File: src/rtl/pwrdn_pkg.sv
package pwrdn_pkg;
    typedef enum logic [2:0] {
        ST_RUN,
        ST_ENTERING,
        ST_POWERDOWN,
        ST_WAKE_COUNT,
        ST_RESET_HOLD
    } pd_state_e;
endpackage

File: src/rtl/pwrdn_rst_width.sv
// Saturating counter of consecutive reset-low cycles.
module pwrdn_rst_width #(
    parameter int CW  = 12,
    parameter int SAT = 3000
) (
    input  logic          clk,
    input  logic          por_n,
    input  logic          en,
    input  logic          low,
    output logic [CW-1:0] cnt
);
    localparam logic [CW-1:0] SAT_V = CW'(SAT);

    always_ff @(posedge clk or negedge por_n) begin
        if (!por_n) begin
            cnt <= '0;
        end else if (!en || !low) begin
            cnt <= '0;
        end else if (cnt != SAT_V) begin
            cnt <= cnt + 1'b1;
        end
    end
endmodule

File: src/rtl/pwrdn_wake_timer.sv
// Down counter: after a load of N it reports done in the N-th counting cycle.
module pwrdn_wake_timer #(
    parameter int TW = 12
) (
    input  logic          clk,
    input  logic          por_n,
    input  logic          load,
    input  logic [TW-1:0] load_val,
    input  logic          en,
    output logic          done
);
    logic [TW-1:0] cnt;

    always_ff @(posedge clk or negedge por_n) begin
        if (!por_n) begin
            cnt <= '0;
        end else if (load) begin
            cnt <= load_val - 1'b1;
        end else if (en && cnt != '0) begin
            cnt <= cnt - 1'b1;
        end
    end

    assign done = (cnt == '0);
endmodule

File: src/rtl/pwrdn_wake_seq.sv
module pwrdn_wake_seq
    import pwrdn_pkg::*;
#(
    parameter int ADDR_W     = 16,
    parameter int FAST_HOLD  = 5,
    parameter int SETTLE_CYC = 2000,
    parameter int LOCK_CYC   = 1000,
    parameter int START_CYC  = 100
) (
    input  logic              clk,
    input  logic              por_n,
    input  logic              pd_req,
    input  logic              wake_pin,
    input  logic              rst_pin_n,
    input  logic              boot_strap,
    input  logic              xtal_off,
    input  logic              slow_start,
    input  logic              clk_was_stopped,
    input  logic [ADDR_W-1:0] resume_pc,
    output logic              core_run,
    output logic              xtal_drive,
    output logic              boot_start,
    output logic [ADDR_W-1:0] fetch_addr
);
    localparam int SLOW_HOLD = SETTLE_CYC + LOCK_CYC;
    localparam int HOLD_MAX  = (SLOW_HOLD > FAST_HOLD) ? SLOW_HOLD : FAST_HOLD;
    localparam int CW        = $clog2(HOLD_MAX + 1);
    localparam int TW        = $clog2(SETTLE_CYC + START_CYC + 1);

    localparam logic [CW-1:0] FAST_V   = CW'(FAST_HOLD);
    localparam logic [CW-1:0] SLOW_V   = CW'(SLOW_HOLD);
    localparam logic [TW-1:0] START_V  = TW'(START_CYC);
    localparam logic [TW-1:0] SETTLE_V = TW'(SETTLE_CYC);

    pd_state_e         state, next;
    logic [CW-1:0]     wcnt;
    logic [CW-1:0]     hold_need;
    logic              rst_low, width_ok;
    logic              tmr_load, tmr_done;
    logic [TW-1:0]     tmr_val;
    logic              pin_exit, rst_exit;
    logic              via_reset, want_boot, fresh_run;
    logic [ADDR_W-1:0] addr_q;

    assign rst_low   = !rst_pin_n;
    assign hold_need = clk_was_stopped ? SLOW_V : FAST_V;
    assign width_ok  = (wcnt >= hold_need);
    assign pin_exit  = (state == ST_POWERDOWN) && !rst_low && wake_pin;
    assign rst_exit  = (state == ST_RESET_HOLD) && !rst_low && width_ok;
    assign tmr_load  = pin_exit || rst_exit;
    assign tmr_val   = rst_exit ? START_V
                                : (slow_start ? START_V + SETTLE_V : START_V);

    pwrdn_rst_width #(.CW(CW), .SAT(HOLD_MAX)) u_width (
        .clk   (clk),
        .por_n (por_n),
        .en    (state != ST_RUN),
        .low   (rst_low),
        .cnt   (wcnt)
    );

    pwrdn_wake_timer #(.TW(TW)) u_timer (
        .clk      (clk),
        .por_n    (por_n),
        .load     (tmr_load),
        .load_val (tmr_val),
        .en       (state == ST_WAKE_COUNT),
        .done     (tmr_done)
    );

    // Next-state selection
    always_comb begin
        next = state;
        unique case (state)
            ST_RUN:        if (pd_req) next = ST_ENTERING;
            ST_ENTERING:   next = ST_POWERDOWN;
            ST_POWERDOWN: begin
                if (rst_low)       next = ST_RESET_HOLD;
                else if (wake_pin) next = ST_WAKE_COUNT;
            end
            ST_RESET_HOLD: begin
                if (!rst_low) next = width_ok ? ST_WAKE_COUNT : ST_POWERDOWN;
            end
            ST_WAKE_COUNT: begin
                if (rst_low)       next = ST_RESET_HOLD;
                else if (tmr_done) next = ST_RUN;
            end
            default:       next = ST_RUN;
        endcase
    end

    // State register and wake context
    always_ff @(posedge clk or negedge por_n) begin
        if (!por_n) begin
            state     <= ST_RUN;
            addr_q    <= '0;
            via_reset <= 1'b0;
            want_boot <= 1'b0;
            fresh_run <= 1'b0;
        end else begin
            state     <= next;
            fresh_run <= (state == ST_WAKE_COUNT) && (next == ST_RUN);
            if (state == ST_RUN && pd_req) begin
                addr_q <= resume_pc;
            end
            if (pin_exit) begin
                via_reset <= 1'b0;
                want_boot <= 1'b0;
            end else if (rst_exit) begin
                via_reset <= 1'b1;
                want_boot <= !boot_strap;
                addr_q    <= '0;
            end
        end
    end

    // Outputs
    always_comb begin
        core_run   = (state == ST_RUN);
        xtal_drive = !((state == ST_POWERDOWN) && xtal_off);
        boot_start = (state == ST_RUN) && fresh_run && via_reset && want_boot;
        fetch_addr = addr_q;
    end
endmodule

File: config.mk
export PLATFORM = sky130hd
export DESIGN_NAME = pwrdn_wake_seq
export DESIGN_NICKNAME = d
export VERILOG_FILES = /design/src/rtl/pwrdn_pkg.sv /design/src/rtl/pwrdn_rst_width.sv /design/src/rtl/pwrdn_wake_timer.sv /design/src/rtl/pwrdn_wake_seq.sv
export SDC_FILE = /design/constraint.sdc
export NUM_CORES = 1
export LEC_CHECK = 0
export BUFFER_PORTS_ARGS = -buffer_cell sky130_fd_sc_hd__buf_4
export CELL_PAD_IN_SITES_DETAIL_PLACEMENT = 1
export CELL_PAD_IN_SITES_GLOBAL_PLACEMENT = 1
export CORE_AREA = 5 5 84 86
export DETAILED_ROUTE_END_ITERATION = 8
export DIE_AREA = 0 0 89 91
export MAX_ROUTING_LAYER = met4
export PLACE_DENSITY = 0.92
export RECOVER_POWER = 50
export SETUP_SLACK_MARGIN = 0.3
export SLEW_MARGIN = 5
export SYNTH_ARGS = -nofsm -noshare
export SYNTH_HDL_FRONTEND = slang
export SYNTH_HIERARCHICAL = 1
export SYNTH_SLANG_ARGS = --single-unit
File: constraint.sdc
create_clock -name clk -period 7.5 [get_ports clk]
set_input_delay 0.375 -clock clk [delete_from_list [all_inputs] [get_ports clk]]
set_output_delay 0.375 -clock clk [all_outputs]
set_load 0.05 [all_outputs]
Word level (Yosys, flattened, before mapping)
Index checks and enable logic that the tools add are counted.
- output and inout port bits: 19
- logic and storage cells: 62
- register bits after elaboration: 46
- bits of input ports: 25
- equal/unequal tests: 5
- magnitude comparators: 1
- reductions and logical operators: 24
- muxes and demuxes: 22
- add/sub/neg operators: 3
- operators with widths (operator ; number):
    $mux 12 ; 7
    $mux 16 ; 3
    $sub 12x1->12 const B ; 2
    $mux 3 ; 6
    $pmux 3 s5 ; 1
    $add 12x1->12 const B ; 1
    $ge 12x12->1 ; 1
    $logic_not 12->1 ; 1
    $ne 12x12->1 const B ; 1
    $reduce_bool 12->1 ; 1
    $logic_and 1x1->1 ; 11
    $eq 3x2->1 const B ; 2
    $logic_not 3->1 ; 2
    $reduce_bool 2->1 ; 3
    $mux 1 ; 5
    $eq 3x1->1 const B ; 1
    $eq 3x3->1 const B ; 1
    $logic_not 1->1 ; 3
    $reduce_bool 3->1 ; 1
    $logic_or 1x1->1 ; 2

Longest topological paths before layout
Gate-level depths: netlist (run 1).
- word-level depth: 7
- gate-level depth with buffers: 15
- gate-level depth less buffers: 12

Modules after synthesis
The synthesis (run 1) kept the hierarchy.
- by module, submodules not included (module ; cells an instance ; area an instance (µm²) ; instances):
    pwrdn_wake_seq ; 118 ; 1351.3 ; 1
    pwrdn_wake_timer ; 102 ; 923.4 ; 1
    pwrdn_rst_width ; 66 ; 638.1 ; 1

Worst setup path before layout (run 1)
No wires, ideal clock.
- path kind: input port to flip-flop
- from: input clk_was_stopped
- to: register u_timer.cnt[8]
- stages: 15
- data arrival time: 3.818 ns
- path buffers: 3
- data required time: 7.363 ns
- library setup time: 0.137 ns
- setup slack: 3.545 ns
- path through: inv_1 -> ha_1 -> and4b_1 -> nand4_2 -> o211a_1 -> o21ai_0 -> buf_6 -> clkbuf_1 -> clkbuf_1 -> mux2i_1 -> ha_1 -> o211ai_1 -> nor4b_1 -> xnor2_1 -> mux2i_1
- RTL lines (item ; line ; text):
    start, declared ; pwrdn_wake_seq.sv:18 ; input logic clk_was_stopped,
    $mux 12 * ; pwrdn_wake_seq.sv:46 ; assign hold_need = clk_was_stopped ? SLOW_V : FAST_V;
    $ge 12x12->1 * ; pwrdn_wake_seq.sv:47 ; assign width_ok = (wcnt >= hold_need);
    $logic_and 1x1->1 * ; pwrdn_wake_seq.sv:49 ; assign rst_exit = (state == ST_RESET_HOLD) && !rst_low && width_ok;
    $logic_or 1x1->1 * ; pwrdn_wake_seq.sv:50 ; assign tmr_load = pin_exit || rst_exit;
    named net tmr_load ; pwrdn_wake_seq.sv:39 ; logic tmr_load, tmr_done;
    $mux 12 or $reduce_bool 2->1 (tied branches) ; n/a ;
    end signal, assigned ; pwrdn_wake_timer.sv:18 ; cnt <= load_val - 1'b1;
    end signal, assigned ; pwrdn_wake_timer.sv:20 ; cnt <= cnt - 1'b1;
    end, declared ; pwrdn_wake_timer.sv:12 ; logic [TW-1:0] cnt;
Mark *: on every way through the listed nets, which the timed path passes. The rest lies on a longest branch.
A chain may end at the register's enable or synchronous reset.

Worst setup path after layout (run 1)
- from: register u_width.cnt[0]
- to: register u_timer.cnt[11]
- RTL lines (item ; line ; text):
    start, declared ; pwrdn_rst_width.sv:10 ; output logic [CW-1:0] cnt
    start signal, assigned ; pwrdn_rst_width.sv:20 ; cnt <= cnt + 1'b1;
    $ge 12x12->1 * ; pwrdn_wake_seq.sv:47 ;
    $logic_and 1x1->1 * ; pwrdn_wake_seq.sv:49 ;
    $logic_or 1x1->1 * ; pwrdn_wake_seq.sv:50 ;
    named net tmr_load ; pwrdn_wake_seq.sv:39 ;
    $mux 12 or $reduce_bool 2->1 (tied branches) ; n/a ;
Marked as above.

==> results.sh, run 1 <==
export IMPL_track_usage_pct=20.27
export IMPL_yosysTopAreaCell="dfrtp_1"
export IMPL_yosys_area_share_simple_pct=18.13
export IMPL_setup_viol=0
export IMPL_cts_tree="done"
export IMPL_clk_pin_slew_ns=0.09
export IMPL_hold_buffers=0
export IMPL_cts_resized=0
export IMPL_nFillCells=717
export IMPL_setup_tns_ns=0
export IMPL_syn_inst=286
export IMPL_synth_top_family_by_area="simple AND/OR/NAND/NOR gates"
export IMPL_clock_path_buffers=2
export IMPL_cap_violations=1
export IMPL_synth_compound_area_share_pct=18.08
export IMPL_chipHeight_um=91
export IMPL_crit_arrival_ns=4.04
export IMPL_diodes=0
export IMPL_drt_wl_total_mm=7.445
export IMPL_r2r_end="u_timer/cnt[11]"
export IMPL_worstSetupStartpoint="u_width/cnt[0]"
export IMPL_first_pass_iters=4
export IMPL_core_region_area_um2=6205
export IMPL_min_from="rst_pin_n"
export IMPL_r2r_worst_path_cells=12
export IMPL_synth_area_leaders="dfrtp_1, mux2i_1, ha_1, a21oi_2, a21oi_1"
export IMPL_synth_seq_area_share_pct=39.52
export IMPL_p_leak_uw=0.001462
export IMPL_ff2ff_setup_slack_ns=3.60
export IMPL_hold_path_class="in2reg"
export IMPL_layout_common_cells="dfrtp_1, buf_4, mux2i_1"
export IMPL_place_hpwl_mm=5.663
export IMPL_required_ns=7.64
export IMPL_placedCellCount=419
export IMPL_rsz0062_at_grt="false"
export IMPL_avgRoutedWirePerCell_um=17.44
export IMPL_synth_adder_area_share_pct=5.155
export IMPL_worst_pin_slew_ns=2.439
export IMPL_fmax_mhz=256.2
export IMPL_ir_worst_vdd_mv=0.2075
export IMPL_maxSlewHeadroom_pct=-62.59
export IMPL_die_area_um2=8099
export IMPL_num_io_pins=44
export IMPL_portBuffers=43
export IMPL_dominantRegCellSynth="dfrtp_1"
export IMPL_cp_endpoint="u_timer/cnt[11]"
export IMPL_finalNonFillerCells=427
export IMPL_yosys_warnings=6
export IMPL_violations="capacitance limit, slew limit"
export IMPL_r2r_start="u_width/cnt[0]"
export IMPL_post_cts_buffers=0
export IMPL_finalHoldViolations=0
export IMPL_ys_ff_latch=46
export IMPL_whs_ns=0.2838
export IMPL_skew_ns=0.009727
export IMPL_mostFrequentLayoutCell="dfrtp_1"
export IMPL_slew_viol_final=47
export IMPL_synthMuxAreaShare_pct=10.44
export IMPL_mappedNetlistArea_um2=2913
export IMPL_antenna_found_initial=0
export IMPL_ys_types=62
export IMPL_drc=0
export IMPL_p_per_area_nw_per_um2=353.6
export IMPL_clk_latency_ns=0.30
export IMPL_grt_pass1_vias=2666
export IMPL_root_buffer="clkbuf_8"
export IMPL_ys_async_sr_fraction_pct=100.0
export IMPL_die_w_um=89
export IMPL_criticalPathCategory="reg2reg"
export IMPL_grt_overflow=0
export IMPL_synthXorXnorAreaFrac_pct=4.210
export IMPL_cp_start_kind="flop"
export IMPL_synth_top_area_share_pct=39.52
export IMPL_route_vias_total=2400
export IMPL_synth_avg_cell_area_um2=10.18
export IMPL_crit_fanout=31
export IMPL_initial_core_util_pct=46.94
export IMPL_synth_edf_count=0
export IMPL_cp_end_kind="flop"
export IMPL_status="complete, but fails checks"
export IMPL_min_period_over_period_pct=52.04
export IMPL_rows=29
export IMPL_nNetsFinal=386
export IMPL_area_delta_synth_final_pct=17.83
export IMPL_post_route_min_period_ns=3.903
export IMPL_cts_buffers=5
export IMPL_drive_gt1_share_pct=19.71
export IMPL_grt_pass1_wl_mm=12.68
export IMPL_drtIter0Drc=73
export IMPL_cts_sinks=46
export IMPL_htreeDepth=2
export IMPL_gp_congestion=0.8826
export IMPL_via_per_inst=5.621
export IMPL_grt_max_degree=47
export IMPL_antenna_left=0
==> state kept, by name, indices dropped and copies added, names as in the netlist <==
name	cells
u_width/cnt	12
via_reset	1
u_timer/cnt	12
fresh_run	1
state	3
fetch_addr	16
want_boot	1
==> per-stage QoR <==
step	total power, uW	area (um^2)	utilization (%)	setup WS [ns]
2_1_floorplan	874.5	2995	-	3.545
3_3_place_gp	1026	3352	54.02	3.577
3_5_place_dp	1057	3352	54.02	3.426
4_1_cts	1249	3466	55.86	3.611
5_1_grt	1300	3432	55.31	3.316
6_report	1214	3432	55.31	3.597
==> synth_stat cells (6+ instances only) <==
master    n
dfrtp_1  46
nor3_1    7
nand2_1  18
ha_1     12
inv_1    13
xnor2_1   6
a21oi_2  11
nand3_1   7
o21ai_0  13
nor2_1   11
a21oi_1  19
xor2_1    8
mux2i_1  27
==> final cells by class <==
class,count,area [um^2],share of cell area [%]
Multi-Input combinational cell,239,1725,50.27
Sequential cell,46,1151,33.54
Timing Repair Buffer,44,296.5,8.640
Tap cell,77,96.34,2.807
Clock buffer,5,68.82,2.005
Inverter,13,48.80,1.422
Clock inverter,3,45.04,1.312
==> cells by family after synthesis <==
logic type	after synthesis
AOI/OAI and AO/OA	71
DFF	46
and+or+nand+nor	88
other	2
xor gates and xnor gates	14
adders and majority gates	12
buffers and inverters	23
muxes	30
==> worst min-delay path by stage <==
stage	cells after the start	slack (ns)	end
3_3_place_gp	1	0.42	u_width/cnt[2]
4_1_cts	1	0.09	u_width/cnt[2]
3_5_place_dp	1	0.43	u_width/cnt[2]
6_report	2	0.28	state[2]
2_1_floorplan	0	0.08	fetch_addr[0]
5_1_grt	2	0.28	want_boot
==> where the power goes <==
part | total, uW | switching (uW) | internal [uW]
Sequential | 416 | 83.0 | 333
Combinational | 610 | 401 | 209
Clock | 188 | 88.5 | 99.2
Total | 1210 | 572 | 642
==> metal layers <==
layer | track usage, % | vias to the layer above | wire [um]
met1 | 23.06 | 1179 | 2948
met4 | 7.072 | 0 | 133
met3 | 3.077 | 13 | 290
li1 | - | 1166 | -
met2 | 35.58 | 42 | 4073
met5 | - | - | 0
==> worst max-delay path: stages (launching register included) <==
cell	delay (ns)
dfrtp_1	0.49
inv_1	0.08
ha_1	0.27
or3b_4	0.40
a31oi_4	0.24
o211a_1	0.24
o21ai_2	0.06
buf_4	0.24
or4_1	0.60
a222oi_1	0.63
nand3_1	0.18
xnor2_1	0.20
o32ai_1	0.09
No activity file was read; power rests on OpenSTA's default activity.
==> inputs of run 2 (changes only) <==
--- a/config.mk
+++ b/config.mk
@@ -8,11 +8,11 @@
 export BUFFER_PORTS_ARGS = -buffer_cell sky130_fd_sc_hd__buf_4
 export CELL_PAD_IN_SITES_DETAIL_PLACEMENT = 1
 export CELL_PAD_IN_SITES_GLOBAL_PLACEMENT = 1
-export CORE_AREA = 5 5 84 86
+export CORE_AREA = 5 5 92 94
 export DETAILED_ROUTE_END_ITERATION = 8
-export DIE_AREA = 0 0 89 91
+export DIE_AREA = 0 0 97 99
 export MAX_ROUTING_LAYER = met4
-export PLACE_DENSITY = 0.92
+export PLACE_DENSITY = 0.82
 export RECOVER_POWER = 50
 export SETUP_SLACK_MARGIN = 0.3
 export SLEW_MARGIN = 5
==> constraint.sdc (replaced) <==
create_clock -name clk -period 3.3 [get_ports clk]
set_input_delay 0.165 -clock clk [delete_from_list [all_inputs] [get_ports clk]]
set_output_delay 0.165 -clock clk [all_outputs]
set_load 0.05 [all_outputs]
==> results.sh, run 2 (same netlist as run 1, synthesis figures left out) <==
export IMPL_status="finished, final reports clean"
export IMPL_rsz0062_at_grt="true"
export IMPL_grt_overflow=0
export IMPL_drc=0
export IMPL_post_route_min_period_ns=3.169
export IMPL_grt_max_degree=47
export IMPL_diodes=0
export IMPL_portBuffers=43
export IMPL_design_area_um2=3891
export IMPL_finalHoldViolations=0
export IMPL_htreeDepth=2
export IMPL_criticalPathCategory="reg2reg"
export IMPL_cts_sinks=46
export IMPL_cap_violations=0
export IMPL_clk_pin_slew_ns=0.10
export IMPL_hold_path_class="in2reg"
export IMPL_rows=32
export IMPL_avgRoutedWirePerCell_um=17.21
export IMPL_place_hpwl_mm=5.664
export IMPL_cp_end_kind="flop"
export IMPL_die_w_um=97
export IMPL_track_usage_pct=17.06
export IMPL_largest_register_ffs=16
export IMPL_slew_viol_final=0
export IMPL_ir_worst_vdd_mv=0.3789
export IMPL_placedCellCount=462
export IMPL_die_area_um2=9603
export IMPL_antenna_left=0
export IMPL_crit_arrival_ns=3.35
export IMPL_root_buffer="clkbuf_8"
export IMPL_required_ns=3.48
export IMPL_gp_congestion=0.8113
export IMPL_setup_viol=0
export IMPL_finalNonFillerCells=486
export IMPL_drt_wl_total_mm=8.364
export IMPL_layout_common_cells="buf_4, dfrtp_1, mux2i_1"
export IMPL_cp_start_kind="flop"
export IMPL_core_region_area_um2=7567
export IMPL_skew_ns=0.01072
export IMPL_clk_latency_ns=0.30
export IMPL_nNetsFinal=420
export IMPL_place_area_um2=3537
export IMPL_area_delta_synth_final_pct=33.59
export IMPL_antenna_found_initial=0
export IMPL_crit_fanout=6
export IMPL_fmax_mhz=315.6
export IMPL_fin_ws_ns=0.1311
export IMPL_route_vias_total=2595
export IMPL_mostFrequentLayoutCell="buf_4"
export IMPL_p_per_area_nw_per_um2=767.9
export IMPL_drtIter0Drc=70
export IMPL_grt_pass1_vias=2748
export IMPL_initial_core_util_pct=38.49
export IMPL_min_period_over_period_pct=96.03
export IMPL_maxSlewHeadroom_pct=21.65
export IMPL_setup_tns_ns=0
export IMPL_cts_buffers=5
export IMPL_via_per_inst=5.340
export IMPL_place_worst_setup_slack_ns=-0.04038
export IMPL_p_leak_uw=0.001649
export IMPL_grt_pass1_wl_mm=13.24
export IMPL_utilization_pct=51.42
export IMPL_clock_path_buffers=2
export IMPL_cts_tree="done"
export IMPL_chipHeight_um=99
export IMPL_first_pass_iters=4
export IMPL_num_io_pins=44
export IMPL_drive_gt1_share_pct=31.77
export IMPL_worst_pin_slew_ns=1.175
[run 2: changes by cell type in the layout (fill, tap and decap cells not counted), moves of 4 or more]
cell / before / now
buf_4: 35 / 62
buf_6: 0 / 5
ha_1: 12 / 8
ha_4: 0 / 4
[run 2: cell type report]
cell class / count / area (um^2)
fill: 879 / 3676
multi-input combinational: 239 / 1877
sequential: 46 / 1154
timing repair buffer: 78 / 570.5
tap: 102 / 127.6
clock buffer: 5 / 68.82
inverter: 13 / 48.80
clock inverter: 3 / 45.04
[run 2: path summary, 6_finish.rpt]
| kind | slack (ns) | start | endpoint | cells past startpoint |
|---|---|---|---|---|
| hold reg to reg | 0.50 | via_reset | via_reset | 2 |
| setup reg to reg | 0.13 | u_width/cnt[9] | u_timer/cnt[6] | 14 |
| max in group asynchronous | 1.87 | por_n | u_width/cnt[7] | 2 |
| hold / removal | 0.08 | boot_strap | want_boot | 2 |
| min in group asynchronous | 0.61 | por_n | want_boot | 2 |
| setup / recovery | 0.13 | u_width/cnt[9] | u_timer/cnt[6] | 14 |
[run 2: stage by stage]
step	power (uW)	hold slack, ns
final	2988	0.07681
after global routing	3181	0.06866
after CTS	2936	0.04934
after detailed placement	2463	0.2239
after global placement	2392	0.2214
after floorplan	2020	-0.1306
[run 2: worst max-delay path: stages, from the launching register on]
cell,delay [ns]
dfrtp_1,0.41
ha_1,0.31
and4b_2,0.29
buf_6,0.12
o221ai_4,0.09
o211a_1,0.18
o21ai_4,0.29
buf_6,0.18
mux2i_4,0.23
ha_4,0.17
o211ai_1,0.18
buf_4,0.21
nand2b_4,0.14
a21oi_2,0.15
o21ai_1,0.09
[run 2: report_power, final]
part	total, uW	switching [uW]	internal (uW)
combinational	1610	1010	604
clock	432	206	226
sequential	943	186	757
[run 2: repair_timing]
action	in CTS	in global routing
pin swaps	10	13
buffers inserted	8	7
hold buffers	1	0
gates resized for setup	6	25
hold endpoints to repair	46	0
setup endpoints to repair	8	9
cloned	0	0
[run 2: per-layer routing]
layer	vias to the layer above	track usage (%)	share of wire (%)
li1	1229	-	-
met1	1304	20.33	44
met2	56	30.20	52
met3	6	2.689	3.0
met4	0	4.212	0.85
met5	-	-	0
==> inputs of run 3 (changes only) <==
--- a/config.mk
+++ b/config.mk
@@ -5,14 +5,15 @@
 export SDC_FILE = /design/constraint.sdc
 export NUM_CORES = 1
 export LEC_CHECK = 0
+export ABC_AREA = 1
 export BUFFER_PORTS_ARGS = -buffer_cell sky130_fd_sc_hd__buf_4
 export CELL_PAD_IN_SITES_DETAIL_PLACEMENT = 1
 export CELL_PAD_IN_SITES_GLOBAL_PLACEMENT = 1
-export CORE_AREA = 5 5 92 94
+export CORE_AREA = 5 5 97 99
 export DETAILED_ROUTE_END_ITERATION = 8
-export DIE_AREA = 0 0 97 99
+export DIE_AREA = 0 0 102 104
 export MAX_ROUTING_LAYER = met4
-export PLACE_DENSITY = 0.82
+export PLACE_DENSITY = 0.83
 export RECOVER_POWER = 50
 export SETUP_SLACK_MARGIN = 0.3
 export SLEW_MARGIN = 5
==> results.sh, run 3 <==
export IMPL_status="finished, final reports clean"
export IMPL_r2r_worst_path_cells=15
export IMPL_clock_path_buffers=2
export IMPL_top_usage_layer="met2"
export IMPL_worst_pin_slew_ns=1.205
export IMPL_drive_gt1_share_pct=18.51
export IMPL_use_met1_pct=20.96
export IMPL_whs_endpoint="state[2]"
export IMPL_p_leak_uw=0.001855
export IMPL_drtIter0Drc=79
export IMPL_place_hpwl_mm=6.249
export IMPL_finalHoldViolations=0
export IMPL_ys_ff_latch=46
export IMPL_ys_async_sr_fraction_pct=100.0
export IMPL_mappedNetlistArea_um2=3108
export IMPL_mostFrequentLayoutCell="nand2_1"
export IMPL_min_from="rst_pin_n"
export IMPL_placedCellCount=569
export IMPL_clk_latency_ns=0.31
export IMPL_root_buffer="clkbuf_8"
export IMPL_grt_pass1_vias=3092
export IMPL_chipHeight_um=104
export IMPL_use_met3_pct=3.421
export IMPL_cts_buffers=5
export IMPL_layout_common_cells="nand2_1, inv_1, dfrtp_1"
export IMPL_num_io_pins=44
export IMPL_setup_tns_ns=0
export IMPL_grt_max_degree=47
export IMPL_synth_edf_count=0
export IMPL_grt_overflow=0
export IMPL_largest_register_ffs=16
export IMPL_die_area_um2=10610
export IMPL_yosysTopAreaCell="dfrtp_1"
export IMPL_gp_congestion=0.8210
export IMPL_crit_fanout=18
export IMPL_design_area_um2=3602
export IMPL_fmax_mhz=364.6
export IMPL_dominantRegCellSynth="dfrtp_1"
export IMPL_required_ns=3.48
export IMPL_yosys_warnings=6
export IMPL_synth_top_area_share_pct=37.04
export IMPL_route_vias_total=2848
export IMPL_nNetsFinal=506
export IMPL_setup_viol=0
export IMPL_htreeDepth=2
export IMPL_cp_start_kind="flop"
export IMPL_cap_violations=0
export IMPL_drc=0
export IMPL_die_w_um=102
export IMPL_core_region_area_um2=8466
export IMPL_rows=34
export IMPL_first_pass_iters=4
export IMPL_synth_avg_cell_area_um2=7.400
export IMPL_hold_path_class="in2reg"
export IMPL_area_delta_synth_final_pct=15.90
export IMPL_slew_viol_final=0
export IMPL_r2r_start="state[0]"
export IMPL_post_route_min_period_ns=2.743
export IMPL_post_synth_top_count_cell="nand2_1"
export IMPL_synth_seq_area_share_pct=37.04
export IMPL_antenna_left=0
export IMPL_finalNonFillerCells=578
export IMPL_rsz0062_at_grt="false"
export IMPL_grtUsageMet2_pct=29.76
export IMPL_antenna_found_initial=0
export IMPL_maxSlewHeadroom_pct=19.69
export IMPL_p_total_uw=2932
export IMPL_crit_arrival_ns=2.92
export IMPL_via_per_inst=4.927
export IMPL_synthTopCellsByCount="nand2_1, inv_1, dfrtp_1"
export IMPL_multi_input_area_um2=1673
export IMPL_ir_worst_vdd_mv=0.5282
export IMPL_criticalPathCategory="reg2reg"
export IMPL_cp_end_kind="flop"
export IMPL_drt_wl_total_mm=8.281
export IMPL_clk_pin_slew_ns=0.09
export IMPL_p_per_area_nw_per_um2=814.0
export IMPL_ff2ff_setup_slack_ns=0.56
export IMPL_initial_core_util_pct=36.71
export IMPL_skew_ns=0.01347
export IMPL_r2r_end="u_timer/cnt[4]"
export IMPL_portBuffers=43
export IMPL_ys_types=36
export IMPL_cts_tree="done"
export IMPL_cts_sinks=46
export IMPL_utilization_pct=42.55
export IMPL_min_period_over_period_pct=83.11
export IMPL_syn_inst=420
export IMPL_nFillCells=1073
export IMPL_grt_pass1_wl_mm=14.60
export IMPL_track_usage_pct=17.24
export IMPL_place_area_um2=3510
export IMPL_avgRoutedWirePerCell_um=14.33
export IMPL_synth_area_leaders="dfrtp_1, nand2_1, nand3_1, inv_1, ha_1"
export IMPL_diodes=0
export IMPL_regArea_um2=1151
export IMPL_whs_path_depth=2
==> run 3: cell count changes after synthesis, sizes merged, moves of 5 or more <==
cell   delta
nand2   +124
inv      +43
a22oi    +16
xnor2     -5
mux2i    -27
buf       +5
nand3    +37
nor4      -5
nor2     +35
nor3      -7
or3       -5
a21oi    -19
or4       -5
xor2      -6
==> run 3: worst max-delay path: stages (launching register included) <==
cell	delay (ns)
dfrtp_1	0.44
or2_0	0.29
or2_4	0.29
nor2_8	0.26
nand2_4	0.11
nand2_2	0.14
clkinv_4	0.14
nand2_1	0.08
nand2_1	0.12
ha_1	0.25
nand2_2	0.13
inv_1	0.06
nand2_1	0.08
nand2_1	0.06
nand2_1	0.07
o21ai_0	0.09
==> run 3: kinds of logic (layout without fill, tap and decap cells) <==
logic type,after synthesis,after routing,share of synthesized area (%)
other,2,9,0.2416
AO/OA/AOI/OAI,46,46,9.179
adder cells (fa/ha/maj),12,12,4.831
buffers and inverters,67,110,9.984
AND/OR/NAND/NOR,244,244,37.88
XOR/XNOR,3,3,0.8456
flip-flops,46,46,37.04
==> run 3: timing repair <==
item                       CTS  global route
setup endpoints to repair    0             2
hold buffers                 1             0
setup buffers                0             0
hold endpoints to repair    46             0
resized for setup            0             2
==> run 3: power by group <==
group | internal, uW | switching (uW) | total (uW)
sequential | 745 | 133 | 878
combinational | 482 | 1140 | 1620
clock | 227 | 206 | 434
total | 1450 | 1480 | 2930
==> run 3: cell type report <==
| class | instances | share of cell area [%] |
|---|---|---|
| Clock inverter | 3 | 1.216 |
| Sequential cell | 46 | 31.96 |
| Inverter | 56 | 5.974 |
| Tap cell | 108 | 3.751 |
| Clock buffer | 5 | 1.910 |
| Multi-Input combinational cell | 314 | 46.44 |
| Timing Repair Buffer | 46 | 8.753 |
==> run 3: worst max-delay path by stage <==
stage / startpoint / to / slack (ns) / cells past startpoint
final: state[0] / u_timer/cnt[4] / 0.56 / 15
after global routing: state[0] / u_timer/cnt[4] / 0.33 / 15
after CTS: u_width/cnt[11] / u_timer/cnt[8] / 0.53 / 20
after detailed placement: clk_was_stopped / u_timer/cnt[8] / 0.45 / 22
after global placement: clk_was_stopped / u_timer/cnt[8] / 0.63 / 20
after floorplan: u_width/cnt[3] / u_timer/cnt[8] / 0.79 / 22
==> run 3: metrics by stage <==
step,hold slack [ns],setup slack (ns)
final,0.04101,0.5572
after global routing,0.01990,0.3257
after floorplan,-0.1306,0.7889
after detailed placement,0.2294,0.4471
after global placement,0.2244,0.6328
after CTS,0.02565,0.5273
==> run 3: layer usage <==
metal / up-vias / routed length [um] / share of wire, %
li1: 1424 / - / -
met1: 1373 / 3576 / 43
met2: 46 / 4339 / 52
met3: 5 / 298 / 3.6
met4: 0 / 65 / 0.78
met5: - / 0 / 0
